### src/rtl/pulse_divider_pkg.sv
package pulse_divider_pkg;

  localparam int NUM_OUTS = 7;

  // Output slot order used internally: ratio = slot + 2
  localparam int SLOT_D2 = 0;
  localparam int SLOT_D3 = 1;
  localparam int SLOT_D4 = 2;
  localparam int SLOT_D5 = 3;
  localparam int SLOT_D6 = 4;
  localparam int SLOT_D7 = 5;
  localparam int SLOT_D8 = 6;

  typedef logic [NUM_OUTS-1:0] out_vec_t;

  function automatic int cnt_width(input int ratio);
    return (ratio > 1) ? $clog2(ratio) : 1;
  endfunction

endpackage

### src/rtl/pd_input_sync.sv
module pd_input_sync #(
  parameter int SYNC_STAGES = 2
) (
  input  logic clk,
  input  logic rst,
  input  logic async_in,
  output logic level_o,
  output logic advance_o
);

  logic [SYNC_STAGES-1:0] sync_sr;
  logic                   prev_q;

  always_ff @(posedge clk) begin
    if (rst) begin
      sync_sr <= '0;
      prev_q  <= 1'b0;
    end else begin
      sync_sr <= {sync_sr[SYNC_STAGES-2:0], async_in};
      prev_q  <= sync_sr[SYNC_STAGES-1];
    end
  end

  assign level_o   = sync_sr[SYNC_STAGES-1];
  assign advance_o = level_o & ~prev_q;

  // a held-high input produces a single one-cycle advance strobe
  a_r8_single_strobe: assert property (@(posedge clk) disable iff (rst)
    advance_o |=> !advance_o)
    else $error("advance strobe lasted more than one cycle");

endmodule

### src/rtl/pd_count_stage.sv
module pd_count_stage #(
  parameter int RATIO = 2
) (
  input  logic clk,
  input  logic rst,
  input  logic tick_i,
  output logic wrap_o
);

  localparam int CW = pulse_divider_pkg::cnt_width(RATIO);
  localparam logic [CW-1:0] LAST = CW'(RATIO - 1);

  logic [CW-1:0] cnt;

  assign wrap_o = tick_i && (cnt == LAST);

  always_ff @(posedge clk) begin
    if (rst) begin
      cnt <= '0;
    end else if (tick_i) begin
      if (cnt == LAST) cnt <= '0;
      else             cnt <= cnt + CW'(1);
    end
  end

  // a counted tick at the last count returns the counter to zero
  a_r1_wrap_to_zero: assert property (@(posedge clk) disable iff (rst)
    wrap_o |=> (cnt == '0))
    else $error("counter did not return to zero after wrap");

endmodule

### src/rtl/pd_out_stage.sv
module pd_out_stage (
  input  logic clk,
  input  logic rst,
  input  logic advance_i,
  input  logic level_i,
  input  logic wrap_i,
  output logic q_o
);

  always_ff @(posedge clk) begin
    if (rst) begin
      q_o <= 1'b1;
    end else if (advance_i) begin
      q_o <= wrap_i;
    end else if (!level_i) begin
      q_o <= 1'b0;
    end
  end

  // an output only rises on an advance strobe whose count wraps
  a_r2_rise_on_wrap: assert property (@(posedge clk) disable iff (rst)
    $rose(q_o) |-> $past(advance_i && wrap_i))
    else $error("output rose without a wrapping advance");

  // an output only falls once the input is low or a non-wrapping pulse starts
  a_r3_fall_on_low: assert property (@(posedge clk) disable iff (rst)
    $fell(q_o) |-> $past(!level_i || advance_i))
    else $error("output fell while input still high");

endmodule

### src/rtl/pulse_divider_top.sv
module pulse_divider_top #(
  parameter int SYNC_STAGES = 2
) (
  input  logic clk,
  input  logic rst,
  input  logic pulse_in,
  output logic div2_o,
  output logic div3_o,
  output logic div4_o,
  output logic div5_o,
  output logic div6_o,
  output logic div7_o,
  output logic div8_o
);

  import pulse_divider_pkg::*;

  logic     level;
  logic     advance;
  out_vec_t wraps;
  out_vec_t outs;

  pd_input_sync #(.SYNC_STAGES(SYNC_STAGES)) u_sync (
    .clk       (clk),
    .rst       (rst),
    .async_in  (pulse_in),
    .level_o   (level),
    .advance_o (advance)
  );

  // Binary family: each stage halves the wraps of the one before
  pd_count_stage #(.RATIO(2)) u_cnt2 (
    .clk(clk), .rst(rst), .tick_i(advance),        .wrap_o(wraps[SLOT_D2]));
  pd_count_stage #(.RATIO(2)) u_cnt4 (
    .clk(clk), .rst(rst), .tick_i(wraps[SLOT_D2]), .wrap_o(wraps[SLOT_D4]));
  pd_count_stage #(.RATIO(2)) u_cnt8 (
    .clk(clk), .rst(rst), .tick_i(wraps[SLOT_D4]), .wrap_o(wraps[SLOT_D8]));

  // Ternary family: divide-by-6 halves the divide-by-3 wraps
  pd_count_stage #(.RATIO(3)) u_cnt3 (
    .clk(clk), .rst(rst), .tick_i(advance),        .wrap_o(wraps[SLOT_D3]));
  pd_count_stage #(.RATIO(2)) u_cnt6 (
    .clk(clk), .rst(rst), .tick_i(wraps[SLOT_D3]), .wrap_o(wraps[SLOT_D6]));

  // Standalone ratios
  pd_count_stage #(.RATIO(5)) u_cnt5 (
    .clk(clk), .rst(rst), .tick_i(advance),        .wrap_o(wraps[SLOT_D5]));
  pd_count_stage #(.RATIO(7)) u_cnt7 (
    .clk(clk), .rst(rst), .tick_i(advance),        .wrap_o(wraps[SLOT_D7]));

  for (genvar g = 0; g < NUM_OUTS; g++) begin : g_out
    pd_out_stage u_out (
      .clk       (clk),
      .rst       (rst),
      .advance_i (advance),
      .level_i   (level),
      .wrap_i    (wraps[g]),
      .q_o       (outs[g])
    );
  end

  assign div2_o = outs[SLOT_D2];
  assign div3_o = outs[SLOT_D3];
  assign div4_o = outs[SLOT_D4];
  assign div5_o = outs[SLOT_D5];
  assign div6_o = outs[SLOT_D6];
  assign div7_o = outs[SLOT_D7];
  assign div8_o = outs[SLOT_D8];


  a_r4_div4_nested: assert property (@(posedge clk) disable iff (rst)
    div4_o |-> div2_o)
    else $error("div4 fired without div2");


  a_r5_div8_nested: assert property (@(posedge clk) disable iff (rst)
    div8_o |-> div4_o)
    else $error("div8 fired without div4");


  a_r6_div6_nested: assert property (@(posedge clk) disable iff (rst)
    div6_o |-> div3_o)
    else $error("div6 fired without div3");


  a_r7_reset_all_high: assert property (@(posedge clk)
    rst |=> (&outs))
    else $error("outputs not all high during reset");

endmodule

### config.mk
export PLATFORM = sky130hd
export DESIGN_NAME = pulse_divider_top
export DESIGN_NICKNAME = d
export VERILOG_FILES = /design/src/rtl/pulse_divider_pkg.sv /design/src/rtl/pd_input_sync.sv /design/src/rtl/pd_count_stage.sv /design/src/rtl/pd_out_stage.sv /design/src/rtl/pulse_divider_top.sv
export SDC_FILE = /design/constraint.sdc
export NUM_CORES = 1
export LEC_CHECK = 0
export BUFFER_PORTS_ARGS = -buffer_cell sky130_fd_sc_hd__buf_2
export CORE_ASPECT_RATIO = 1.2
export CORE_UTILIZATION = 49
export CTS_CLUSTER_SIZE = 10
export DETAILED_ROUTE_END_ITERATION = 10
export PLACE_DENSITY = 0.72
export SYNTH_ARGS = -nofsm -noshare
export SYNTH_HDL_FRONTEND = slang
export SYNTH_SLANG_ARGS = --single-unit
export TNS_END_PERCENT = 50
### constraint.sdc
create_clock -name clk -period 1.05 [get_ports clk]
set_input_delay 0.1575 -clock clk [delete_from_list [all_inputs] [get_ports clk]]
set_output_delay 0.1575 -clock clk [all_outputs]
set_load 0.1 [all_outputs]
==> results of run 1 <==
[worst max-delay path, cell delays in order (launching register included)]
cell and delay (ns):
dfxtp_4 0.39, nand2b_4 0.16, or3_1 0.31, a21oi_1 0.13
[state kept, by name, summed over array words and instances (netlist names), 2 cells and up]
signal / flops
g_out.u_out.q_o: 7
u_cnt3.cnt: 2
u_cnt5.cnt: 3
u_cnt7.cnt: 3
u_sync.sync_sr: 2
[per-layer routing]
metal | vias up | global-route usage, % | wire length [um]
met5 | - | 0 | 0
li1 | 356 | - | -
met1 | 341 | 25.6 | 709
met4 | 0 | 6.67 | 14
met2 | 14 | 32.8 | 836
met3 | 2 | 2.75 | 70
[kinds of logic after synthesis]
group                    Yosys count  synth area share (%)
AO/OA/AOI/OAI                     20                  14.0
multiplexers                       1                  1.13
XOR/XNOR                           4                  3.97
AND/OR/NAND/NOR                   33                  21.3
buffers and inverters             11                  6.81
adder cells (fa/ha/maj)            2                  2.84
flip-flops                        22                  49.9
[layout make-up]
cell class	count	area share (%)
multi-input cells	60	33.4
flip-flops and latches	22	39.2
clock buffers	4	3.09
inverters	5	1.60
repair buffers	21	20.8
well taps	18	1.92
[worst paths after layout]
kind	cells past startpoint	end
max	3	u_cnt3.cnt[0]
min	2	u_sync.sync_sr[0]
max reg2reg	3	u_cnt3.cnt[0]
min reg2reg	1	u_sync.sync_sr[1]
[power by group through the flow]
| stage | Combinational [mW] | Sequential, mW | Clock [mW] |
|---|---|---|---|
| 2_1_floorplan | 0.0697 | 1.01 | 0 |
| 3_3_place_gp | 0.267 | 0.917 | 0 |
| 3_5_place_dp | 0.270 | 0.919 | 0 |
| 4_1_cts | 0.271 | 0.898 | 0.468 |
| 5_1_grt | 0.291 | 0.903 | 0.503 |
| 6_report | 0.276 | 0.897 | 0.444 |
[Yosys cell counts]
cell type	number
dfxtp_1	22
a21oi_1	8
nand2_1	8
nor2_1	8
o21ai_0	6
inv_1	5
nand3_1	5
buf_2	3
nand3b_1	3
nor2b_1	3
xnor2_1	3
a311o_1	2
buf_6	2
ha_1	2
a211o_1	1
a21oi_2	1
a32oi_1	1
and4b_1	1
and4bb_2	1
clkbuf_1	1
mux2i_1	1
nand2b_4	1
nand4b_1	1
nor4bb_1	1
o211ai_1	1
or3_1	1
xor2_1	1
[through the flow]
stage               TNS (ns)  instance area [um2]  setup slack, ns  utilization [%]
floorplan                  0                  891           0.0141                -
global placement     -0.0789                 1100          -0.0227             66.5
detailed placement    -0.448                 1100          -0.0579             66.5
CTS                        0                 1150         0.000508             69.0
global route          -0.132                 1170          -0.0378             70.6
finish              -0.00800                 1170         -0.00800             70.6
[what timing repair did]
action | 4_1_cts | 5_1_grt
resized for setup | 4 | 10
pin swaps | 1 | 3
setup endpoints to repair | 14 | 12
cloned | 0 | 0
buffers inserted | 0 | 1
==> metrics, run 1 <==
vias in the first global route=708; I/O Buffers=9; Area Overhead vs Synth=32.9%; Root Buffer=clkbuf_4; via count=713; total grt overflow=0; Clock Tree Buf Depth=2; core area=1660 um2; Worst Path Required=1.27 ns; clock-pin transition on the worst setup and hold timing paths=0.12 ns; Critical Path Source=u_sync.prev_q; register share of total power=55.5%; initial antenna violation count=0; Seq. cell area=459 um2; Syn Area/Cell=9.48 um2; Final period util=101%; RSZ-0062 raised after global routing=true; CP Launch Type=flip-flop; Hold-fix buffers, CTS=0; Clock Power Share=27.5%; worst slew pin tran=0.214 ns; Peak VDD IR=1.16 mV; most frequent cells in the layout=buf_4 (11), dfxtp_1 (11), dfxtp_2 (9); placed insts=125; Yosys Warn Count=0; switching power total=0.430 mW; Relative slew margins=85.5%; status=finished, violations left; Die H=48.5 um; LEAKAGE=0.447 nW; Starting Density=53.1%; remaining antenna violation count after routing=0; failing checks=negative setup slack; Die X=40.7 um; Hold Startpoint=pulse_in; total power draw=1.62 mW; Max Slew Vio Count=0; sequential share of the synthesized area=49.9%; flop-to-flop setup slack=-0.008 ns; Final Setup Violations=1; P_int=1.19 mW; routed length per instance=12.5 um; ANT cells=0; Num CTS Buffers=3; drt initial violations=15; post-layout min period=1.06 ns; worst skew pair latency=0.29 ns; final wirelength=1.63 mm; Residual DRC=0; Final Non-Filler Cells=130; Final Hold Viols=0; die area=1970 um2; I/O Pins=10; Post-Synthesis Cell Area=882 um2; min-delay worst type=primary input to flip-flop; Final Skew=0.00693 ns; Syn Inst Count=93; global-route wire length before repair=2.86 mm; Rows=16; Critical R2R Launch=u_sync.prev_q; DR pass1 iterations=4; Yosys top cell by area=dfxtp_1; layout cells sized above 1=36.6%; crit path kind=flip-flop to flip-flop; maximum fanout along the worst path=7; max frequency=945 MHz; final worst-path setup slack=-0.00800 ns; Post-DP HPWL=1.22 mm; Min Hold Slack=0.0729 ns; Via-to-Cell Ratio=5.48; CTS tree=done; Yosys top cell area share=49.9%; CP Capture Type=flip-flop; Sw Ratio=26.6%; GRT Total Usage=20.0%; Comb pwr share=17.1%; Synth cell types=27; MaxCap Viol Count=0; Synth Register Bits=22; final net count=118; RePlAce Congestion=0.755; CP arrival=1.28 ns; largest net degree at the start of global routing=13; H-Tree Depth=1; Sink Count=22; Area contributors post-synth=dfxtp_1 (50%), a21oi_1 (4.5%), o21ai_0 (3.4%); area of the multi-input gates=392 um2; Pwr per Cell Area=1380 nW/um2; Synth Net Count=98; Fillers=123
Note: power is estimated with default switching activity, not from simulation.
==> run 2: changes to the inputs <==
CORE_ASPECT_RATIO = not set   (was 1.2)
GPL_TIMING_DRIVEN = 1   (was not set)
SKIP_CTS_REPAIR_TIMING = 1   (was not set)
==> run 2 against run 1 <==
  * The flow now finishes without violations
  * Flip-flop and latch count did not move
  * Maximum frequency up 0.91%
  * Global-route usage decreased by 1.1 points
  * Cell area down 0.43%
  * Sequential share of layout area increased by 0.38 points
  * Sequential power is essentially flat
  * Largest power group unchanged
==> metrics, run 2 (same netlist as run 1, synthesis figures left out) <==
max frequency=954 MHz (+0.91%); vias in the first global route=639 (-9.7%); min-delay worst type=primary input to flip-flop; total grt overflow=0 (unchanged); Root Buffer=clkbuf_4; Residual DRC=0 (unchanged); worst skew pair latency=0.31 ns (+0.02 ns); CTS tree=done; worst slew pin tran=0.339 ns (+0.125 ns); Largest Register=g_out.u_out.q_o; flop-to-flop setup slack=0.002 ns (about the same); Worst Path Required=1.28 ns (about the same); Final Skew=0.00552 ns (-0.00140 ns); maximum fanout along the worst path=7 (unchanged); Final period util=99.9% (-0.91 points); Die H=44.4 um (-8.3%); final worst-path setup slack=0.00151 ns (+0.00951 ns); final wirelength=1.66 mm (+1.8%); crit path kind=flip-flop to flip-flop; Pwr per Cell Area=1390 nW/um2 (+0.71%); Place WS=-0.0619 ns (-0.00396 ns); CP Capture Type=flip-flop; LEAKAGE=0.427 nW (-4.6%); status=completed; Post-DP Area=1070 um2 (-2.7%); remaining antenna violation count after routing=0 (unchanged); initial antenna violation count=0 (unchanged); final net count=114 (-3.4%); I/O Pins=10 (unchanged); Via-to-Cell Ratio=5.32 (-3.0%); drt initial violations=17 (+2); Max Slew Vio Count=0 (unchanged); DR pass1 iterations=4 (unchanged); H-Tree Depth=1 (unchanged); most common cell after layout, fill and taps aside=dfxtp_1; MaxCap Viol Count=0 (unchanged); CP arrival=1.28 ns (about the same); clock-pin transition on the worst setup and hold timing paths=0.11 ns (about the same); Peak VDD IR=1.02 mV (-12%); ANT cells=0 (unchanged); largest net degree at the start of global routing=19 (+6); RSZ-0062 raised after global routing=true; Fillers=117 (-4.9%); most frequent cells in the layout=dfxtp_1 (11), nand2_1 (8), nor2_1 (8), dfxtp_2 (8); Die X=44.4 um (+9.1%); Top Registers=g_out.u_out.q_o (7), u_cnt5.cnt (3), u_cnt7.cnt (3); Post-DP HPWL=1.13 mm (-6.8%); layout cells sized above 1=36.1% (-0.50 points); Final Setup Violations=0 (-1); Starting Density=55.3% (+2.3 points); Num CTS Buffers=3 (unchanged); Design Area, Final=1170 um2 (-0.43%); CP Launch Type=flip-flop; RePlAce Congestion=0.798 (+5.7%); I/O Buffers=9 (unchanged); Final Hold Viols=0 (unchanged); Rows=14 (-2); core area=1590 um2 (-4.1%); placed insts=126 (+0.80%); Area Overhead vs Synth=32.3%; routed length per instance=12.6 um (+0.30%); Final Non-Filler Cells=132 (+1.5%); GRT Total Usage=18.9% (-1.1 points); global-route wire length before repair=2.68 mm (-6.5%); Largest register FFs=7 (unchanged); die area=1970 um2 (about the same); Relative slew margins=77.4% (-8.1 points); Sink Count=22 (unchanged); Clock Tree Buf Depth=2 (unchanged); post-layout min period=1.05 ns (-0.00951 ns); via count=702 (-1.5%)
run 2: final timing paths:
path | startpoint | endpoint | cells past startpoint
worst max-delay path | u_sync.prev_q | g_out[4].u_out.q_o | 4
worst min-delay path | pulse_in | u_sync.sync_sr[0] | 2
worst max register to register | u_sync.prev_q | g_out[4].u_out.q_o | 4
worst min register to register | u_sync.sync_sr[0] | u_sync.sync_sr[1] | 1
run 2: power breakdown:
part           internal (mW)  switching (mW)  total, mW
Combinational          0.102           0.164      0.266
Sequential             0.864          0.0332      0.897
Clock                  0.212           0.247      0.459
run 2: critical path, cell delays in order, from the launching register on:
cell and delay (ns):
dfxtp_4 0.38, buf_6 0.12, nor4bb_4 0.28, a21oi_2 0.05
o21ai_1 0.15
run 2: final cells by class:
type | instances | area [um2] | share of cell area [%]
clock buffers | 4 | 36.3 | 3.11
inverters | 5 | 18.8 | 1.61
multi-input cells | 60 | 407 | 34.8
flip-flops and latches | 22 | 462 | 39.5
well taps | 24 | 30.0 | 2.57
repair buffers | 17 | 214 | 18.3
run 2: metal layers:
layer	part of all wire (%)	GRT usage (%)	vias to the layer above	routed length, um
li1	-	-	348	-
met1	43	23.1	334	720
met2	51	30.9	15	844
met3	3.3	2.45	5	55
met4	2.5	12.7	0	41
met5	0	0	-	0
run 2: metrics by stage:
stage	TNS, ns	hold WS [ns]	util, %	power [mW]
after floorplan	0	0.286	-	1.08
after global placement	-0.0315	0.375	67.4	1.17
after detailed placement	-0.504	0.401	67.4	1.18
after CTS	-0.907	0.0810	69.7	1.62
after global routing	-0.149	0.0653	73.2	1.69
final	0	0.0727	73.2	1.62
==> run 3: changes to the inputs <==
CELL_PAD_IN_SITES_DETAIL_PLACEMENT = 0   (was not set)
CELL_PAD_IN_SITES_GLOBAL_PLACEMENT = 1   (was not set)
CORE_UTILIZATION = 38   (was 49)
==> run 3 against run 2 <==
  * The run now ends with negative setup slack left
  * Cell area up 1.6%
  * Hold slack lost 0.0063 ns
  * First-iteration DRC count decreased by 71%
  * Setup slack worse by 0.017 ns
  * Combinational power is 4% higher
  * Die area rose by 28%
  * Clock power is essentially flat
  * Critical path type unchanged
  * Largest cell class unchanged
==> metrics, run 3 (same netlist as run 1, synthesis figures left out) <==
end of the worst hold path=u_sync.sync_sr[0]; CP arrival=1.31 ns (+0.03 ns); final net count=117 (+2.6%); Top Registers=g_out.u_out.q_o (7), u_cnt5.cnt (3), u_cnt7.cnt (3); Relative slew margins=82.4% (+5.0 points); r2r endpoint=u_cnt3.cnt[0]; Die H=50.2 um (+13%); largest net degree at the start of global routing=15 (-4); Final Skew=0.00681 ns (+0.00128 ns); failing checks=negative setup slack; flop-to-flop setup slack=-0.02 ns (-0.02 ns); maximum fanout along the worst path=7 (unchanged); GR met3 Demand/Resource=3.03% (+0.58 points); Final Setup Violations=2 (+2); worst slew pin tran=0.264 ns (-0.0753 ns); remaining antenna violation count after routing=0 (unchanged); final wirelength=1.65 mm (-0.42%); status=finished, violations left; DR pass1 iterations=4 (unchanged); LEAKAGE=0.446 nW (+4.5%); placed insts=135 (+7.1%); RePlAce Congestion=0.724 (-9.3%); total grt overflow=0 (unchanged); total power draw=1.63 mW (+0.48%); GR Util met1=19.4% (-3.6 points); busiest grt layer=met2; Min Hold Slack=0.0664 ns (-0.00632 ns); FF-to-FF path depth=3 (-1); switching power total=0.443 mW (-0.41%); Residual DRC=0 (unchanged); Hold Path Cell Cnt=2 (unchanged); clock-pin transition on the worst setup and hold timing paths=0.12 ns (about the same); Peak VDD IR=0.812 mV (-20%); Max Slew Vio Count=0 (unchanged); P_int=1.19 mW (+0.82%); crit path kind=flip-flop to flip-flop; I/O Buffers=9 (unchanged); Place WS=-0.0539 ns (+0.00799 ns); Via-to-Cell Ratio=4.89 (-8.0%); initial antenna violation count=0 (unchanged); CP bufs+invs=0 (-1); CP max stage delay=0.38 ns (about the same); I/O Pins=10 (unchanged); Clock Power Share=28.0% (-0.3 points); H-Tree Depth=1 (unchanged); Pwr per Cell Area=1370 nW/um2 (-1.1%); Clock Tree Buf Depth=2 (unchanged); utilization after layout=54.1% (-19 points); Starting Density=40.3% (-15 points); crit-path cells=nand2b_4 > or3_1 > a21oi_2; Hold Startpoint=pulse_in; MaxCap Viol Count=0 (unchanged); CP top delay family=simple AND/OR/NAND/NOR gates; min-delay worst type=primary input to flip-flop; GRT Total Usage=15.4% (-3.5 points); die area=2520 um2 (+28%); CTS tree=done; routed length per instance=11.9 um (-5.4%); worst skew pair latency=0.30 ns (about the same); Final Hold Viols=0 (unchanged); register share of total power=55.0% (-0.3 points); Crit-path slowest cell=dfxtp_4; Critical R2R Launch=u_sync.prev_q; core area=2190 um2 (+37%); Die X=50.2 um (+13%); final worst-path setup slack=-0.0157 ns (-0.0173 ns); via count=680 (-3.1%); Comb pwr share=17.0% (+0.6 points); Num CTS Buffers=3 (unchanged); Sw Ratio=27.2% (-0.24 points); Post-DP HPWL=1.17 mm (+3.4%); Largest register FFs=7 (unchanged); Root Buffer=clkbuf_4; Sink Count=22 (unchanged); layout cells sized above 1=37.8% (+1.7 points); Final Non-Filler Cells=139 (+5.3%); Area Overhead vs Synth=34.5%; Worst Path Required=1.29 ns (about the same); Rows=17 (+3); Final period util=101% (+1.6 points); global-route wire length before repair=2.90 mm (+8.3%); post-layout min period=1.07 ns (+0.0173 ns); ANT cells=0 (unchanged); most common cell after layout, fill and taps aside=dfxtp_1; Largest Register=g_out.u_out.q_o; CP Capture Type=flip-flop; drt initial violations=5 (-12); vias in the first global route=664 (+3.9%); RSZ-0062 raised after global routing=true; max frequency=938 MHz (-1.6%); CP Launch Type=flip-flop; most frequent cells in the layout=dfxtp_1 (11), buf_4 (10), dfxtp_2 (9); M2 GR Usage=23.8% (-7.1 points)
run 3: how the worst max path moves through the flow:
stage | cells after the start | slack, ns | start | end
detailed placement | 2 | -0.05 | u_sync.prev_q | g_out[2].u_out.q_o
global placement | 2 | -0.03 | u_sync.prev_q | g_out[2].u_out.q_o
finish | 3 | -0.02 | u_sync.prev_q | u_cnt3.cnt[0]
CTS | 3 | -0.10 | u_sync.sync_sr[1] | u_cnt3.cnt[0]
global route | 3 | -0.05 | u_sync.prev_q | u_cnt3.cnt[0]
floorplan | 3 | 0.01 | u_sync.sync_sr[1] | g_out[2].u_out.q_o
run 3: power by group through the flow:
stage                     clock [mW]  combinational (mW)  sequential (mW)
after floorplan                    0              0.0697             1.01
after global placement             0               0.274            0.917
after detailed placement           0               0.275            0.918
after CTS                      0.488               0.276            0.900
after global routing           0.510               0.291            0.902
final                          0.457               0.276            0.897
run 3: area by class of cell:
type | instances | area [um2]
fill | 207 | 1000
multi-input combinational | 60 | 392
tap | 28 | 35.0
timing repair buffer | 20 | 245
sequential | 22 | 459
clock buffer | 4 | 36.3
inverter | 5 | 18.8
run 3: per-layer routing:
layer | routed length [um] | up-vias | share of wire, %
met5 | 0 | - | 0
met4 | 16 | 0 | 0.97
met3 | 38 | 2 | 2.3
met2 | 818 | 5 | 49
met1 | 781 | 321 | 47
li1 | - | 352 | -
run 3: through the flow:
stage / TNS, ns / area [um2]
2_1_floorplan: 0 / 891
5_1_grt: -0.162 / 1190
6_report: -0.0194 / 1190
3_5_place_dp: -0.229 / 1130
4_1_cts: -0.791 / 1170
3_3_place_gp: -0.0809 / 1130
